File: src/rtl/adc_sp_pkg.sv
package adc_sp_pkg;
  typedef enum logic [1:0] {
    RM_AFTER  = 2'd0,
    RM_DURING = 2'd1,
    RM_SLAVE  = 2'd2
  } rd_mode_e;
endpackage

File: src/rtl/adc_sp_clkgen.sv
module adc_sp_clkgen #(
  parameter int DIV_W = 2
) (
  input  logic             clk,
  input  logic             rst,
  input  logic             run,
  input  logic [DIV_W-1:0] div,
  output logic             tick
);
  localparam int CNT_W = (1 << DIV_W) - 1;

  logic [CNT_W-1:0] cnt;
  logic [CNT_W-1:0] lim;

  always_comb begin
    lim  = CNT_W'((1 << div) - 1);
    tick = run && (cnt == lim);
  end

  always_ff @(posedge clk) begin
    if (rst || !run || tick) cnt <= '0;
    else                     cnt <= cnt + 1'b1;
  end

  // half-period counter never passes its limit
  a_r4_cnt_bound: assert property (@(posedge clk) disable iff (rst)
    run |-> cnt <= lim);
endmodule

File: src/rtl/adc_sp_edge.sv
module adc_sp_edge #(
  parameter int STAGES = 2
) (
  input  logic clk,
  input  logic rst,
  input  logic sclk_in,
  input  logic chain_in,
  input  logic inv,
  output logic launch,
  output logic chain_s
);
  logic [STAGES-1:0] sck_q;
  logic [STAGES-1:0] dat_q;
  logic              sck_prev;

  always_ff @(posedge clk) begin
    if (rst) begin
      sck_q    <= '0;
      dat_q    <= '0;
      sck_prev <= 1'b0;
    end else begin
      sck_q    <= {sck_q[STAGES-2:0], sclk_in ^ inv};
      dat_q    <= {dat_q[STAGES-2:0], chain_in};
      sck_prev <= sck_q[STAGES-1];
    end
  end

  assign launch  = sck_prev && !sck_q[STAGES-1];
  assign chain_s = dat_q[STAGES-1];
endmodule

File: src/rtl/adc_sp_shreg.sv
module adc_sp_shreg #(
  parameter int W = 16
) (
  input  logic         clk,
  input  logic         rst,
  input  logic         load,
  input  logic [W-1:0] din,
  input  logic         shift,
  input  logic         sin,
  output logic [W-1:0] q
);
  always_ff @(posedge clk) begin
    if (rst)        q <= '0;
    else if (load)  q <= din;
    else if (shift) q <= {q[W-2:0], sin};
  end
endmodule

File: src/rtl/adc_serial_port.sv
module adc_serial_port
  import adc_sp_pkg::*;
#(
  parameter int DATA_W = 16,
  parameter int DIV_W  = 2,
  parameter int SYNC_STAGES = 2
) (
  input  logic              clk,
  input  logic              rst,
  input  logic              conv_start,
  input  logic              res_valid,
  input  logic [DATA_W-1:0] res_data,
  input  logic              clk_ext_sel,
  input  logic              rd_chain,
  input  logic              sync_pol_low,
  input  logic              sclk_inv,
  input  logic [DIV_W-1:0]  div_sel,
  input  logic              straight_bin,
  input  logic              sclk_in,
  output logic              sclk_out,
  output logic              sclk_oe,
  output logic              sdout,
  output logic              sync,
  output logic              busy
);
  localparam int BC_W = $clog2(DATA_W);
  localparam logic [BC_W-1:0] LAST_BIT = BC_W'(DATA_W - 1);

  rd_mode_e          mode;
  logic [DATA_W-1:0] coded;
  logic [DIV_W-1:0]  eff_div;
  logic              m_active, sclk_int;
  logic [BC_W-1:0]   bit_cnt;
  logic              tick, launch, chain_s;
  logic              start_m, reading;
  logic              sh_load, sh_shift, sh_in;
  logic [DATA_W-1:0] sh_q;

  always_comb begin
    if (clk_ext_sel)   mode = RM_SLAVE;
    else if (rd_chain) mode = RM_DURING;
    else               mode = RM_AFTER;
    coded   = {res_data[DATA_W-1] ~^ straight_bin, res_data[DATA_W-2:0]};
    eff_div = (mode == RM_AFTER) ? div_sel : '0;
    reading = (mode == RM_SLAVE) ? (bit_cnt != '0) : m_active;
    start_m = !m_active &&
              (((mode == RM_AFTER) && res_valid) ||
               ((mode == RM_DURING) && conv_start));
    sh_load = ((mode == RM_AFTER) && start_m) ||
              ((mode != RM_AFTER) && res_valid && !reading && !launch);
    sh_shift = (mode == RM_SLAVE) ? launch
             : (m_active && tick && sclk_int && (bit_cnt != LAST_BIT));
    sh_in   = (mode == RM_SLAVE) ? chain_s : 1'b0;
  end

  adc_sp_clkgen #(.DIV_W(DIV_W)) clkgen_i (
    .clk(clk), .rst(rst), .run(m_active), .div(eff_div), .tick(tick)
  );

  adc_sp_edge #(.STAGES(SYNC_STAGES)) edge_i (
    .clk(clk), .rst(rst), .sclk_in(sclk_in), .chain_in(rd_chain),
    .inv(sclk_inv), .launch(launch), .chain_s(chain_s)
  );

  adc_sp_shreg #(.W(DATA_W)) shreg_i (
    .clk(clk), .rst(rst), .load(sh_load), .din(coded),
    .shift(sh_shift), .sin(sh_in), .q(sh_q)
  );

  // frame sequencer: master bit clock and bit count, slave edge count
  always_ff @(posedge clk) begin
    if (rst) begin
      m_active <= 1'b0;
      sclk_int <= 1'b0;
      bit_cnt  <= '0;
    end else if (mode == RM_SLAVE) begin
      m_active <= 1'b0;
      sclk_int <= 1'b0;
      if (launch) bit_cnt <= (bit_cnt == LAST_BIT) ? '0 : bit_cnt + 1'b1;
    end else if (start_m) begin
      m_active <= 1'b1;
      sclk_int <= 1'b0;
      bit_cnt  <= '0;
    end else if (m_active && tick) begin
      sclk_int <= !sclk_int;
      if (sclk_int) begin
        if (bit_cnt == LAST_BIT) begin
          m_active <= 1'b0;
          bit_cnt  <= '0;
        end else begin
          bit_cnt <= bit_cnt + 1'b1;
        end
      end
    end
  end

  always_ff @(posedge clk) begin
    if (rst)             busy <= 1'b0;
    else if (conv_start) busy <= 1'b1;
    else if (res_valid)  busy <= 1'b0;
  end

  assign sclk_out = sclk_int ^ sclk_inv;
  assign sclk_oe  = !clk_ext_sel;
  assign sdout    = (mode == RM_SLAVE) ? sh_q[DATA_W-1] : (m_active && sh_q[DATA_W-1]);
  assign sync     = (m_active && (mode != RM_SLAVE)) ^ sync_pol_low;

  // busy follows the two strobes
  a_r10_busy_rise: assert property (@(posedge clk) disable iff (rst)
    conv_start |=> busy);
  a_r10_busy_fall: assert property (@(posedge clk) disable iff (rst)
    (res_valid && !conv_start) |=> !busy);
  // a master frame ends only after its last bit
  a_r1_frame_len: assert property (@(posedge clk) disable iff (rst)
    $fell(m_active) && !clk_ext_sel |-> $past(bit_cnt) == LAST_BIT);
  // internal bit clock rests low between frames
  a_r8_idle_low: assert property (@(posedge clk) disable iff (rst)
    !m_active |=> !sclk_int || $past(m_active && tick));
  // the word under transmission changes only by shifting
  a_r11_no_reload: assert property (@(posedge clk) disable iff (rst)
    m_active && $past(m_active) && !$past(sh_shift) |-> $stable(sh_q));
endmodule

File: config.mk
export PLATFORM = sky130hd
export DESIGN_NAME = adc_serial_port
export DESIGN_NICKNAME = d
export VERILOG_FILES = /design/src/rtl/adc_sp_pkg.sv /design/src/rtl/adc_sp_clkgen.sv /design/src/rtl/adc_sp_edge.sv /design/src/rtl/adc_sp_shreg.sv /design/src/rtl/adc_serial_port.sv
export SDC_FILE = /design/constraint.sdc
export NUM_CORES = 1
export LEC_CHECK = 0
export ABC_AREA = 1
export ABC_CLOCK_PERIOD_IN_PS = 1550
export BUFFER_PORTS_ARGS = -buffer_cell sky130_fd_sc_hd__buf_4
export CAP_MARGIN = 20
export CORE_ASPECT_RATIO = 1.1
export CORE_MARGIN = 1.5
export CORE_UTILIZATION = 30
export CTS_BUF_LIST = sky130_fd_sc_hd__clkbuf_8
export CTS_CLUSTER_SIZE = 28
export DETAILED_ROUTE_END_ITERATION = 10
export PLACE_DENSITY = 0.52
export RECOVER_POWER = 50
export SLEW_MARGIN = 20
export SYNTH_ARGS = -nofsm -noshare
export SYNTH_HDL_FRONTEND = slang
export SYNTH_SLANG_ARGS = --single-unit
File: constraint.sdc
create_clock -name clk -period 1.55 [get_ports clk]
set_input_delay 0.0775 -clock clk [delete_from_list [all_inputs] [get_ports clk]]
set_output_delay 0.0775 -clock clk [all_outputs]
set_load 0.05 [all_outputs]
==> impl_results.md <==
* WP data required at between 1.5 and 2 ns
* Grt peak-use layer: met2
* Final WL at 4.161 mm
* Crit path buf inv count at 3
* Met1 Resource Use GR at between 10% and 20%
* Hold Path Depth at 3
* Global route overflow at 0
* Final Non-Filler Cells at around 370
* Peak Freq at ~0.64 GHz
* WS Path Type: reg -> reg
* Clock Sinks at 31
* Wire per inst at 11.34 um
* RSZ-0062 raised after global routing: yes
* Worst-path clk slew at 0.07 ns
* Synth area leaders: dfxtp_1 (36%), nand2_1 (17%), nand4_1 (6.5%), a21oi_2 (4.6%), inv_1 (4.1%)
* PwrDens at 923.0 nW/um2
* Via/cell ratio at between 4 and 5
* Vias in the first global route at 1472
* DRC at 0
* Register area at approximately 630 um2
* Cell Chain, Critical Path: inv_2 -> ha_4 -> nand3_2 -> a21oi_2 -> nand3_1 -> nand2_2 -> clkinv_4 -> buf_4 -> nand2_1 -> o21ai_2 -> nand2_2 -> a21oi_2
* Clk_skew at 0.006808 ns
* DIE WIDTH at 75.26 um
* Critical Path Source: bit_cnt[0]
* FF-to-FF path depth at 12
* Grt met3 use at 3.641%
* Pin count of the biggest net entering global routing at 23
* CTS tree: done
* Critical path data arrival time at 1.74 ns
* Final Cycle Share at 101.5%
* Nets at roughly 320
* Hold Crit Endpoint: busy
* Row Count at 28
* Tmin final at 1.574 ns
* CP startpoint kind: flip-flop
* Fillers at 604
* Violated checks: setup timing
* Post-DRT Antenna Nets at 0
* Clock Latency Late Sink at 0.29 ns
* Pre-antenna DRT Iters at 4
* FF+latch count, synth at 31
* Worst Tran Pin Value at roughly 0.6 ns
* MaxCap Viol Count at 0
* Final setup margin at -0.02377 ns
* Worst R2R Setup Slack at -0.02 ns
* Pins Over Slew Limit at 0
* Share of cells above drive strength 1 at between 30% and 40%
* Inst Count DP at 354
* Initial core utilization at 31.52%
* Met2 GRT Util at 22.21%
* Share of the synthesized area in the top cell type at 36.02%
* CTS buffer count at 5
* Synth cell types at 30
* CP max stage delay at 0.34 ns
* Total of warnings raised by yosys at 0
* Dpl ws at -0.04353 ns
* Mapped Nets at 273
* Hold Startpoint: conv_start
* Initial antenna violation count at 0
* First-pass GRT wire length at ~6.5 mm
* Worst Path Max Fanout at 5
* Critical Path Slowest Stage Cell: dfxtp_2
* Port buffer count at 32
* Total number of H-tree levels at 2
* Die height at just over 80 um
* CP delay by family, top: simple AND/OR/NAND/NOR gates
* Syn Area/Cell at about 7.1 um2
* Core area at 5465 um2
* Sequential fraction of the synthesis area at 36.02%
* DR iter-0 viols at 93
* Worst Hold Class: in -> reg
* GPL Wtd Cong at just under 0.8
* Die footprint at a little over 6000 um2
* Hpwl dp at 2.829 mm
* Cell Area, Synth at 1723 um2
* Total GRT Usage at 13.84%
* Status: finished, violations left
* Area of the multi-input gates at ~1000 um2
* LEAKAGE at about 1.0 nW
* Final setup TNS at -0.09829 ns
* Diodes inserted at 0
* Reg2reg start: bit_cnt[0]
* Slew HR at about three fifths
* Clk buf depth at 2
* Fin. Hold Viols at 0
* Synth area leader: dfxtp_1
* Syn-to-layout area delta at 36.17%
* Post-Syn Instances at ~240
* Vias at 1690
* CTS Root Cell: clkbuf_8
* Crit. End Element: flip-flop
* Worst vdd ir at 0.3400 mV
* R2r endpoint: shreg_i.q[15]
* Ports at 33
* # setup viols final at 13
## metal layers
metal | vias up | wire [um]
li1 | 893 | -
met1 | 749 | 1931
met2 | 42 | 1990
met3 | 6 | 185
met4 | 0 | 53
met5 | - | 0
## through the flow
step / hold WS [ns] / util (%) / power, mW / area, um2
3_3_place_gp: 0.2988 / 38.53 / 1.318 / 2106
6_report: 0.005638 / 42.93 / 2.165 / 2346
4_1_cts: 0.0005835 / 41.32 / 2.151 / 2258
2_1_floorplan: 0.1466 / - / 1.177 / 1723
3_5_place_dp: 0.3060 / 38.53 / 1.321 / 2106
5_1_grt: 0.03643 / 42.93 / 2.293 / 2346
## cells in the mapped netlist
library cell and number:
nand2_2 11, a21oi_1 12, or2_2 1, nand4_1 18, nor2_8 1, nor2_1 19
dfxtp_1 31, nand2_1 77, o21ai_0 2, o211ai_1 1, buf_8 1, a21oi_2 9
nor3_4 1, nand4_4 1, o21ai_1 2, clkbuf_1 3, inv_2 3, nand3_4 1
o21a_1 1, xor2_1 4, a211oi_1 1, nand3_1 11, buf_1 1, inv_1 19
buf_2 3, ha_1 3, a31oi_1 1, xnor2_1 2, buf_4 1, buf_6 1
## flip-flops by register name, summed over array words and instances (netlist names)
register         flops
edge_i.sck_q         2
bit_cnt              4
m_active             1
busy                 1
sclk_int             1
edge_i.sck_prev      1
edge_i.dat_q         2
shreg_i.q           16
clkgen_i.cnt         3
## worst reg2reg max path, cell delays in order, from the launching register on
cell      delay, ns
dfxtp_2        0.34
inv_2          0.08
ha_4           0.13
nand3_2        0.07
a21oi_2        0.14
nand3_1        0.09
nand2_2        0.12
clkinv_4       0.09
buf_4          0.16
nand2_1        0.07
o21ai_2        0.05
nand2_2        0.07
a21oi_2        0.05
## area by class of cell
| cell class | instances | area share, % |
|---|---|---|
| clock buffers | 5 | 2.933 |
| clock inverters | 3 | 1.867 |
| inverters | 22 | 3.733 |
| multi-input cells | 181 | 44.11 |
| flip-flops and latches | 31 | 26.67 |
| well taps | 75 | 4.000 |
| repair buffers | 50 | 16.69 |
## worst max-delay path by stage
stage / end / cells after the start
3_3_place_gp: shreg_i.q[8] / 12
2_1_floorplan: shreg_i.q[15] / 13
5_1_grt: shreg_i.q[13] / 12
4_1_cts: shreg_i.q[15] / 11
3_5_place_dp: shreg_i.q[0] / 12
6_report: shreg_i.q[15] / 12
## cells in the final DEF (no fill, tap or decap), types with 3 or more instances in the layout
| cell | n |
|---|---|
| clkbuf_8 | 5 |
| a21oi_1 | 11 |
| nand2_2 | 13 |
| xor2_1 | 4 |
| a21oi_2 | 10 |
| nand3_2 | 5 |
| nand4_1 | 18 |
| nor2_1 | 18 |
| inv_2 | 5 |
| buf_6 | 3 |
| nand3_1 | 7 |
| inv_1 | 16 |
| dfxtp_1 | 27 |
| dfxtp_2 | 4 |
| nand2_1 | 75 |
| buf_4 | 42 |
## kinds of logic after synthesis
| group | count (synthesis) | synth area share [%] |
|---|---|---|
| and+or+nand+nor | 141 | 39.36 |
| buffers and inverters | 32 | 8.496 |
| xor gates and xnor gates | 6 | 3.050 |
| DFF | 31 | 36.02 |
| adders and majority gates | 3 | 2.179 |
| AOI/OAI and AO/OA | 29 | 10.89 |
## report_power, final
group / switching [mW] / internal, mW / total (mW)
logic: 0.284 / 0.213 / 0.497
clock network: 0.324 / 0.478 / 0.802
registers: 0.0244 / 0.842 / 0.867
## timing repair
action | in CTS | in global routing
hold buffers | 0 | 0
pin swaps | 1 | 7
gates resized for setup | 9 | 21
setup buffers | 0 | 3
hold endpoints to repair | 0 | 0
gates cloned | 1 | 1
endpoints found under the setup margin | 15 | 21
(Power assumes the default switching activity.)
